[src/rtl/spi_regslave_pkg.sv]
package spi_regslave_pkg;
  typedef enum logic {PH_HDR = 1'b0, PH_DATA = 1'b1} phase_t;
endpackage

[src/rtl/spi_regslave_sync.sv]
module spi_regslave_sync #(
  parameter int SYNC_STAGES = 2
) (
  input  logic clk_i,
  input  logic rst_ni,
  input  logic sclk_i,
  input  logic csn_i,
  input  logic mosi_i,
  output logic sclk_rise_o,
  output logic sclk_fall_o,
  output logic sel_o,
  output logic mosi_o
);
  localparam int LAST = SYNC_STAGES - 1;

  logic [LAST:0] sclk_q, csn_q, mosi_q;
  logic          sclk_d;

  always_ff @(posedge clk_i or negedge rst_ni) begin
    if (!rst_ni) begin
      sclk_q <= '0;
      csn_q  <= '1;
      mosi_q <= '0;
      sclk_d <= 1'b0;
    end else begin
      sclk_q <= {sclk_q[LAST-1:0], sclk_i};
      csn_q  <= {csn_q[LAST-1:0], csn_i};
      mosi_q <= {mosi_q[LAST-1:0], mosi_i};
      sclk_d <= sclk_q[LAST];
    end
  end

  assign sclk_rise_o = sclk_q[LAST] & ~sclk_d;
  assign sclk_fall_o = ~sclk_q[LAST] & sclk_d;
  assign sel_o       = ~csn_q[LAST];
  assign mosi_o      = mosi_q[LAST];
endmodule

[src/rtl/spi_regslave_ctrl.sv]
module spi_regslave_ctrl
  import spi_regslave_pkg::*;
#(
  parameter int ADDR_W = 7,
  parameter int DATA_W = 8
) (
  input  logic              clk_i,
  input  logic              rst_ni,
  input  logic              sel_i,
  input  logic              rise_i,
  input  logic              mosi_i,
  output logic              wr_en_o,
  output logic [ADDR_W-1:0] wr_addr_o,
  output logic [DATA_W-1:0] wr_data_o,
  output logic              rd_en_o,
  output logic [ADDR_W-1:0] rd_addr_o
);
  localparam int HDR_BITS = ADDR_W + 1;
  localparam int MAX_BITS = (HDR_BITS > DATA_W) ? HDR_BITS : DATA_W;
  localparam int CNT_W    = $clog2(MAX_BITS);

  phase_t              phase_q;
  logic [CNT_W-1:0]    cnt_q;
  logic [MAX_BITS-1:0] sh_q, sh_nxt;
  logic [ADDR_W-1:0]   addr_q;
  logic                is_wr_q;
  logic [CNT_W-1:0]    last_idx;
  logic                byte_done;

  assign sh_nxt    = {sh_q[MAX_BITS-2:0], mosi_i};
  assign last_idx  = (phase_q == PH_HDR) ? CNT_W'(HDR_BITS - 1) : CNT_W'(DATA_W - 1);
  assign byte_done = rise_i && (cnt_q == last_idx);

  always_ff @(posedge clk_i or negedge rst_ni) begin
    if (!rst_ni) begin
      phase_q   <= PH_HDR;
      cnt_q     <= '0;
      sh_q      <= '0;
      addr_q    <= '0;
      is_wr_q   <= 1'b0;
      wr_en_o   <= 1'b0;
      wr_addr_o <= '0;
      wr_data_o <= '0;
      rd_en_o   <= 1'b0;
      rd_addr_o <= '0;
    end else begin
      wr_en_o <= 1'b0;
      rd_en_o <= 1'b0;
      if (!sel_i) begin
        // deselect drops any partial byte
        phase_q <= PH_HDR;
        cnt_q   <= '0;
      end else if (rise_i) begin
        sh_q  <= sh_nxt;
        cnt_q <= byte_done ? '0 : cnt_q + 1'b1;
        if (byte_done) begin
          if (phase_q == PH_HDR) begin
            phase_q <= PH_DATA;
            is_wr_q <= sh_nxt[HDR_BITS-1];
            addr_q  <= sh_nxt[ADDR_W-1:0];
            if (!sh_nxt[HDR_BITS-1]) begin
              rd_en_o   <= 1'b1;
              rd_addr_o <= sh_nxt[ADDR_W-1:0];
            end
          end else begin
            addr_q <= addr_q + 1'b1;
            if (is_wr_q) begin
              wr_en_o   <= 1'b1;
              wr_addr_o <= addr_q;
              wr_data_o <= sh_nxt[DATA_W-1:0];
            end else begin
              // prefetch next register of the burst
              rd_en_o   <= 1'b1;
              rd_addr_o <= addr_q + 1'b1;
            end
          end
        end
      end
    end
  end
endmodule

[src/rtl/spi_regslave_txshift.sv]
module spi_regslave_txshift #(
  parameter int DATA_W = 8
) (
  input  logic              clk_i,
  input  logic              rst_ni,
  input  logic              sel_i,
  input  logic              fall_i,
  input  logic              load_i,
  input  logic [DATA_W-1:0] load_data_i,
  output logic              miso_o
);
  logic [DATA_W-1:0] tx_q;

  always_ff @(posedge clk_i or negedge rst_ni) begin
    if (!rst_ni) begin
      tx_q   <= '1;
      miso_o <= 1'b1;
    end else if (!sel_i) begin
      tx_q   <= '1;
      miso_o <= 1'b1;
    end else begin
      if (load_i) begin
        tx_q <= load_data_i;
      end else if (fall_i) begin
        miso_o <= tx_q[DATA_W-1];
        tx_q   <= {tx_q[DATA_W-2:0], 1'b1};
      end
    end
  end
endmodule

[src/rtl/spi_regslave.sv]
module spi_regslave #(
  parameter int ADDR_W      = 7,
  parameter int DATA_W      = 8,
  parameter int SYNC_STAGES = 2
) (
  input  logic              clk_i,
  input  logic              rst_ni,
  input  logic              sclk_i,
  input  logic              csn_i,
  input  logic              mosi_i,
  output logic              miso_o,
  output logic              wr_en_o,
  output logic [ADDR_W-1:0] wr_addr_o,
  output logic [DATA_W-1:0] wr_data_o,
  output logic              rd_en_o,
  output logic [ADDR_W-1:0] rd_addr_o,
  input  logic [DATA_W-1:0] rd_data_i
);
  logic sclk_rise, sclk_fall, sel, mosi_s;

  spi_regslave_sync #(.SYNC_STAGES(SYNC_STAGES)) u_sync (
    .clk_i      (clk_i),
    .rst_ni     (rst_ni),
    .sclk_i     (sclk_i),
    .csn_i      (csn_i),
    .mosi_i     (mosi_i),
    .sclk_rise_o(sclk_rise),
    .sclk_fall_o(sclk_fall),
    .sel_o      (sel),
    .mosi_o     (mosi_s)
  );

  spi_regslave_ctrl #(.ADDR_W(ADDR_W), .DATA_W(DATA_W)) u_ctrl (
    .clk_i    (clk_i),
    .rst_ni   (rst_ni),
    .sel_i    (sel),
    .rise_i   (sclk_rise),
    .mosi_i   (mosi_s),
    .wr_en_o  (wr_en_o),
    .wr_addr_o(wr_addr_o),
    .wr_data_o(wr_data_o),
    .rd_en_o  (rd_en_o),
    .rd_addr_o(rd_addr_o)
  );

  spi_regslave_txshift #(.DATA_W(DATA_W)) u_tx (
    .clk_i      (clk_i),
    .rst_ni     (rst_ni),
    .sel_i      (sel),
    .fall_i     (sclk_fall),
    .load_i     (rd_en_o),
    .load_data_i(rd_data_i),
    .miso_o     (miso_o)
  );
endmodule

[config.mk]
export PLATFORM = sky130hd
export DESIGN_NAME = spi_regslave
export DESIGN_NICKNAME = d
export VERILOG_FILES = /design/src/rtl/spi_regslave_pkg.sv /design/src/rtl/spi_regslave_sync.sv /design/src/rtl/spi_regslave_ctrl.sv /design/src/rtl/spi_regslave_txshift.sv /design/src/rtl/spi_regslave.sv
export SDC_FILE = /design/constraint.sdc
export NUM_CORES = 1
export LEC_CHECK = 0
export BUFFER_PORTS_ARGS = -buffer_cell sky130_fd_sc_hd__buf_4
export CORE_ASPECT_RATIO = 1.2
export CORE_MARGIN = 1.5
export CORE_UTILIZATION = 40
export DETAILED_ROUTE_END_ITERATION = 7
export PLACE_DENSITY = 0.59
export SLEW_MARGIN = 40
export SYNTH_ARGS = -nofsm -noshare
export SYNTH_HDL_FRONTEND = slang
export SYNTH_SLANG_ARGS = --single-unit
[constraint.sdc]
create_clock -name clk_i -period 1.7 [get_ports clk_i]
set_input_delay 0 -clock clk_i [delete_from_list [all_inputs] [get_ports clk_i]]
set_output_delay 0 -clock clk_i [all_outputs]
set_load 0.005 [all_outputs]
# Word-level counts from Yosys, hierarchy flattened
# Cells that the tools add are included.
[totals]
regBits = 59
output_inout_bits = 25
[op_classes]
addsub = 2
n_eq_ne = 4
mux = 27
bitwise = 6
reduce_logical = 12
[op_table]
columns = ["cell", "n"]
rows = [
  ["7-bit 2-to-1 mux", 4],
  ["8-bit 2-to-1 mux", 3],
  ["1-bit 2-to-1 mux", 17],
  ["5-bit AND reduction", 2],
  ["3-bit 2-to-1 mux", 3],
  ["7-bit by 1-bit adder with 7-bit output (second input constant)", 1],
  ["2-bit AND reduction", 3],
  ["2-bit nonzero test", 3],
  ["2-bit inequality test (second input constant)", 2],
  ["1-bit NOT", 4],
  ["4-bit AND reduction", 1],
  ["3-bit by 1-bit adder with 3-bit output (second input constant)", 1],
  ["3-bit == test (second input constant)", 1],
  ["3-bit AND reduction", 1],
  ["3-bit nonzero test", 1],
  ["1-bit bitwise AND", 2],
  ["2-bit by 1-bit inequality test with 1-bit output (second input constant)", 1],
  ["1-bit logical AND", 1],
]

# Depth between registers and ports, before layout
[logic_depth]
ltp_word = 6
depth_mapped = 6

# Modules after synthesis
# From an unflattened synthesis, not the netlist that was laid out.
[unflattened]
hier_cells = 200
hier_area_um2 = 2583.7
[by_module_without_submodules]
columns = ["mod", "instances", "cells_per_inst", "area_each_um2", "seq_area_each_um2"]
rows = [
  ["spi_regslave_ctrl", 1, 155, 1894.3, 1076.0],
  ["spi_regslave_txshift", 1, 35, 493.0, 236.5],
  ["spi_regslave_sync", 1, 10, 196.4, 177.7],
]

# Worst setup path after synthesis
# No wires, ideal clock.
[synth_path]
path_kind = "reg-to-reg"
startpoint = "register u_ctrl.cnt_q[0]"
endpoint = "register u_ctrl.wr_addr_o[5]"
setup_ns = 0.127
arrival_time_ns = 1.546
t_required_ns = 1.573
setup_slack_ns = 0.026
stages_incl_launch_ff = 7
synth_period_minus_slack_ns = 1.674
path_cell_list = "dfrtp_1 -> ha_1 -> ha_1 -> nand4bb_4 -> nor2_8 -> buf_6 -> mux2_1"
[synth_via]
elab_chain_len = 3
[synth_lines]
columns = ["element", "line_no", "text"]
rows = [
  ["start: declaration", "spi_regslave_ctrl.sv:23", "logic [CNT_W-1:0] cnt_q;"],
  ["start signal: assignment", "spi_regslave_ctrl.sv:55", "cnt_q <= byte_done ? '0 : cnt_q + 1'b1;"],
  ["3-bit == test", "spi_regslave_ctrl.sv:32", "assign byte_done = rise_i && (cnt_q == last_idx);"],
  ["1-bit logical AND", "spi_regslave_ctrl.sv:32", ""],
  ["5-bit AND reduction (no source line)", "-", ""],
  ["end signal: assignment", "spi_regslave_ctrl.sv:69", "wr_addr_o <= addr_q;"],
  ["end: declaration", "spi_regslave_ctrl.sv:13", "output logic [ADDR_W-1:0] wr_addr_o,"],
]
# No other way between the ends.
# A chain may end at the register's enable or synchronous reset.

# Worst setup path in the final report
[layout_path]
startpoint = "register u_ctrl.cnt_q[0]"
endpoint = "register u_ctrl.rd_addr_o[6]"
[layout_via]
elab_chain_len = 3
[layout_lines]
columns = ["element", "line_no", "text"]
rows = [
  ["3-bit == test", "spi_regslave_ctrl.sv:32", ""],
  ["1-bit logical AND", "spi_regslave_ctrl.sv:32", ""],
  ["5-bit AND reduction (no source line)", "-", ""],
  ["end signal: assignment", "spi_regslave_ctrl.sv:63", "rd_addr_o <= sh_nxt[ADDR_W-1:0];"],
  ["end signal: assignment", "spi_regslave_ctrl.sv:74", "rd_addr_o <= addr_q + 1'b1;"],
  ["end: declaration", "spi_regslave_ctrl.sv:16", "output logic [ADDR_W-1:0] rd_addr_o"],
]
# No other way between the ends.

==> impl_results.html <==
<table>
<tr><th>Metric</th><th>Value</th></tr>
<tr><th colspan="2">Run status</th></tr>
<tr><td>Run status</td><td>finished, final reports clean</td></tr>
<tr><th colspan="2">Drt</th></tr>
<tr><td>Detailed router's first-iteration violation count</td><td>33</td></tr>
<tr><td>Final antenna-violating net count</td><td>0</td></tr>
<tr><td>Met2 wire len</td><td>2.21 mm</td></tr>
<tr><td>Total number of vias</td><td>1665</td></tr>
<tr><td>Number of detailed-routing iterations run before antenna repair</td><td>4</td></tr>
<tr><td>Routed wire length on met3</td><td>between 150 and 200 µm</td></tr>
<tr><td>Post-detailed-routing wire length</td><td>4.70 mm</td></tr>
<tr><td>Average wire length per cell after detail routing</td><td>13.4 µm</td></tr>
<tr><td>Number of design rule violations left after detail routing</td><td>0</td></tr>
<tr><td>Met1 routed wirelength after detailed routing</td><td>2.24 mm</td></tr>
<tr><td>Top layer used by detailed routing</td><td>met4</td></tr>
<tr><td>Ratio of routed vias to standard cells</td><td>4.74</td></tr>
<tr><th colspan="2">Global routing</th></tr>
<tr><td>Pin count of the biggest net entering global routing</td><td>60</td></tr>
<tr><td>Number of global-route vias before repair</td><td>1568</td></tr>
<tr><td>Antenna violations before repair</td><td>0</td></tr>
<tr><td>Final global-route overflow total</td><td>0</td></tr>
<tr><td>Wire length of the first global-routing pass</td><td>between 7 and 8 mm</td></tr>
<tr><td>Overall track demand over capacity in global routing</td><td>15.0%</td></tr>
<tr><th colspan="2">Logic synthesis</th></tr>
<tr><td>Most frequent cell after synthesis</td><td>sky130_fd_sc_hd__dfrtp_1</td></tr>
<tr><td>Cell variety after synth</td><td>35</td></tr>
<tr><td>Cell Area, Synth</td><td>2530 µm²</td></tr>
<tr><td>Count of yosys warnings during synthesis</td><td>0</td></tr>
<tr><td>Most used DFF post-synth</td><td>sky130_fd_sc_hd__dfrtp_1</td></tr>
<tr><td>EDFF count, synth</td><td>0</td></tr>
<tr><td>Number of nets produced by synthesis</td><td>216</td></tr>
<tr><td>Synthesis-stage register bit count</td><td>59</td></tr>
<tr><td>Portion of synthesized cell area occupied by the leading cell type</td><td>47.5%</td></tr>
<tr><td>Most frequent cells after synthesis</td><td>sky130_fd_sc_hd__dfrtp_1, sky130_fd_sc_hd__nor2_1, sky130_fd_sc_hd__mux2_2</td></tr>
<tr><td>Post-synthesis area per instance</td><td>12.6 µm²</td></tr>
<tr><td>Ranking of synthesized cells by area</td><td>sky130_fd_sc_hd__dfrtp_1, sky130_fd_sc_hd__dfstp_2, sky130_fd_sc_hd__mux2_2, sky130_fd_sc_hd__mux2_1, sky130_fd_sc_hd__a21oi_1</td></tr>
<tr><td>Async set or reset register ratio after synthesis</td><td>100%</td></tr>
<tr><td>Post-synthesis cell type with the largest combined area</td><td>sky130_fd_sc_hd__dfrtp_1</td></tr>
<tr><td>Cell count after synthesis</td><td>200</td></tr>
<tr><td>Sequential cell area fraction in the yosys report</td><td>58.9%</td></tr>
<tr><th colspan="2">Clock tree</th></tr>
<tr><td>Clock Latency Late Sink</td><td>around 0.33 ns</td></tr>
<tr><td>CTS Buf Count</td><td>9</td></tr>
<tr><td>Sink Count</td><td>59</td></tr>
<tr><td>Htree depth</td><td>3</td></tr>
<tr><td>Clock input transition at the sequential cells of the worst setup and hold paths</td><td>about 0.07 ns</td></tr>
<tr><td>CTS Root Buffer Type</td><td>sky130_fd_sc_hd__clkbuf_8</td></tr>
<tr><td>CTS tree</td><td>done</td></tr>
<tr><td>Maximum count of clock buffers along a single path</td><td>2</td></tr>
<tr><th colspan="2">Timing</th></tr>
<tr><td>Final cycle utilization of the critical path</td><td>96.9%</td></tr>
<tr><td>Setup Total Neg Slack</td><td>0 ns</td></tr>
<tr><td>Final hold viol count</td><td>0</td></tr>
<tr><td>Worst setup margin</td><td>between 0.05 and 0.06 ns</td></tr>
<tr><td>Final setup violation count</td><td>0</td></tr>
<tr><td>Count of pins over their slew limit</td><td>0</td></tr>
<tr><td>Setup Skew</td><td>0.00882 ns</td></tr>
<tr><td>Worst max-slew margin expressed relative to the limit</td><td>69.8%</td></tr>
<tr><td>F_max</td><td>between 0.6 and 0.7 GHz</td></tr>
<tr><td>Setup repair after global routing missed its margin</td><td>yes</td></tr>
<tr><td>Min cycle time layout</td><td>1.65 ns</td></tr>
<tr><td>Worst Max-Slew Pin Slew</td><td>0.452 ns</td></tr>
<tr><td>Worst-case hold slack</td><td>0.0726 ns</td></tr>
<tr><th colspan="2">Cells and area</th></tr>
<tr><td>Area Growth Syn to Fin</td><td>31.4%</td></tr>
<tr><td>Final nets</td><td>between 200 and 300</td></tr>
<tr><td>Sequential standard cell area</td><td>around 1500 µm²</td></tr>
<tr><td>Filler Cells Inserted</td><td>539</td></tr>
<tr><td>Diode insertion count for antenna repair</td><td>0</td></tr>
<tr><td>Design Area, Final</td><td>3320 µm²</td></tr>
<tr><td>Fraction of final layout cells with drive strength greater than 1</td><td>37.5%</td></tr>
<tr><td>Total area of multi-input combinational cells</td><td>about 970 µm²</td></tr>
<tr><th colspan="2">Critical path</th></tr>
<tr><td>Data arrival time of the critical path</td><td>1.86 ns</td></tr>
<tr><td>Crit. End Element</td><td>flip-flop</td></tr>
<tr><td>CP max-delay cell</td><td>sky130_fd_sc_hd__dfrtp_1</td></tr>
<tr><td>Launching element type of the critical path</td><td>flip-flop</td></tr>
<tr><td>Ordered cell list for the critical path</td><td>ha_2 &gt; ha_4 &gt; nand4bb_4 &gt; nand3b_4 &gt; inv_4 &gt; mux2_1</td></tr>
<tr><td>Critical path required time</td><td>1.91 ns</td></tr>
<tr><td>Crit Path Max Fanout</td><td>6</td></tr>
<tr><td>Crit path largest cell delay</td><td>0.35 ns</td></tr>
<tr><td>Critical path start-end classification</td><td>flip-flop to flip-flop</td></tr>
<tr><th colspan="2">Floorplan</th></tr>
<tr><td>Starting Density</td><td>41.5%</td></tr>
<tr><td>FP Rows</td><td>31</td></tr>
<tr><td>Die W</td><td>75.6 µm</td></tr>
<tr><td>Overall die height</td><td>between 90 and 100 µm</td></tr>
<tr><td>Ports placed on the boundary</td><td>38</td></tr>
<tr><td>Overall die area</td><td>around 6800 µm²</td></tr>
<tr><td>Core Area</td><td>6090 µm²</td></tr>
<tr><th colspan="2">Power</th></tr>
<tr><td>Leak</td><td>1.59 nW</td></tr>
<tr><td>Worst IR drop on VDD</td><td>0.676 mV</td></tr>
<tr><td>Power per cell area</td><td>923 nW/µm²</td></tr>
<tr><th colspan="2">Placed design</th></tr>
<tr><td>Detailed Place HPWL</td><td>about 3.0 mm</td></tr>
<tr><td>Final weighted congestion in routability-driven placement</td><td>0.726</td></tr>
<tr><td>Post-Place Worst Slack</td><td>0.000242 ns</td></tr>
<tr><td>Port-buffer cells</td><td>37</td></tr>
<tr><td>Total placed instance area</td><td>2930 µm²</td></tr>
<tr><th colspan="2">Hold path</th></tr>
<tr><td>Class of the most critical hold timing path</td><td>input port to asynchronous set/reset pin</td></tr>
<tr><th colspan="2">Job</th></tr>
<tr><td>Total of max-cap violations</td><td>0</td></tr>
</table>
## cells by family after synthesis
kind of cell | after synthesis | share of synthesized area (%)
adders and majority gates | 3 | 1.48
DFF | 59 | 58.9
AOI/OAI and AO/OA | 37 | 8.75
muxes | 32 | 14.2
xor gates and xnor gates | 3 | 1.04
and+or+nand+nor | 51 | 12.4
buffers and inverters | 15 | 3.26
## per-stage QoR
step	utilization, %	power (mW)	std cells
after floorplan	-	1.72	200
after global placement	48.1	1.85	319
after detailed placement	48.1	1.84	319
after CTS	53.2	3.11	347
after global routing	54.6	3.22	351
final	54.6	3.07	351
## cell usage in the layout (no fill, tap or decap), drive strengths merged, types with 2 or more instances in the layout
master | synthesis | routed
clkinv | 0 | 2
dfstp | 11 | 11
dlygate4sd3 | 0 | 12
nand2b | 2 | 2
a21oi | 15 | 15
nor2b | 11 | 11
nor3b | 2 | 2
o21ai | 7 | 7
buf | 7 | 52
mux2 | 31 | 31
dfrtp | 48 | 48
xor2 | 2 | 2
inv | 4 | 4
or3 | 3 | 3
clkbuf | 4 | 13
a31oi | 3 | 3
nand2 | 6 | 6
nand3 | 3 | 3
a211oi | 8 | 8
nor2 | 21 | 21
ha | 3 | 3
## where the power goes
| part | switching [mW] | internal [mW] | total [mW] |
|---|---|---|---|
| logic | 0.127 | 0.139 | 0.267 |
| registers | 0.0847 | 1.49 | 1.57 |
| clock network | 0.514 | 0.714 | 1.23 |
| total | 0.726 | 2.34 | 3.07 |
## routing by layer
| metal | global-route usage (%) | up-vias |
|---|---|---|
| li1 | - | 822 |
| met4 | 7.14 | 0 |
| met3 | 4.82 | 9 |
| met2 | 21.9 | 31 |
| met1 | 20.0 | 803 |
| met5 | 0 | - |
## area by class of cell
type                       instances  share of cell area (%)
tap                               82                    3.09
clock buffer                      13                    4.48
multi-input combinational        126                    29.3
sequential                        59                    44.8
clock inverter                     3                    1.20
inverter                           4                   0.527
timing repair buffer              64                    16.6
## final timing paths
check                                 start                  end  slack (ns)  cells after the start
hold / removal                       rst_ni  u_ctrl.wr_data_o[3]        0.07                      2
setup / recovery            u_ctrl.cnt_q[0]  u_ctrl.rd_addr_o[6]        0.05                      6
max in group asynchronous            rst_ni      u_sync.csn_q[0]        1.07                      3
hold reg to reg            u_sync.sclk_q[0]     u_sync.sclk_q[1]        0.35                      0
min in group clk_i                   mosi_i     u_sync.mosi_q[0]        0.32                      2
setup reg to reg            u_ctrl.cnt_q[0]  u_ctrl.rd_addr_o[6]        0.05                      6
## repair_timing
action / 4_1_cts / 5_1_grt
pin swaps: 1 / 1
setup buffers: 0 / 3
hold endpoints to repair: 59 / 0
gates resized for setup: 0 / 4
hold buffers: 12 / 0
setup endpoints to repair: 1 / 20
## critical path, delay by kind of cell, from the launching register on
family,cells,cell delay [ns]
simple gates,2,0.41
mux,1,0.32
buf+inv,1,0.11
fa+ha+maj,2,0.34
flops,1,0.35
## sequential cells by signal, indices dropped and copies added (netlist names)
register	flops
u_sync.csn_q	2
u_ctrl.wr_en_o	1
u_ctrl.addr_q	7
u_sync.mosi_q	2
u_ctrl.phase_q	1
u_tx.tx_q	8
u_ctrl.cnt_q	3
u_sync.sclk_q	2
u_tx.miso_o	1
u_ctrl.rd_en_o	1
u_ctrl.wr_addr_o	7
u_sync.sclk_d	1
u_ctrl.sh_q	7
u_ctrl.wr_data_o	8
u_ctrl.is_wr_q	1
u_ctrl.rd_addr_o	7
(Power assumes the default switching activity.)
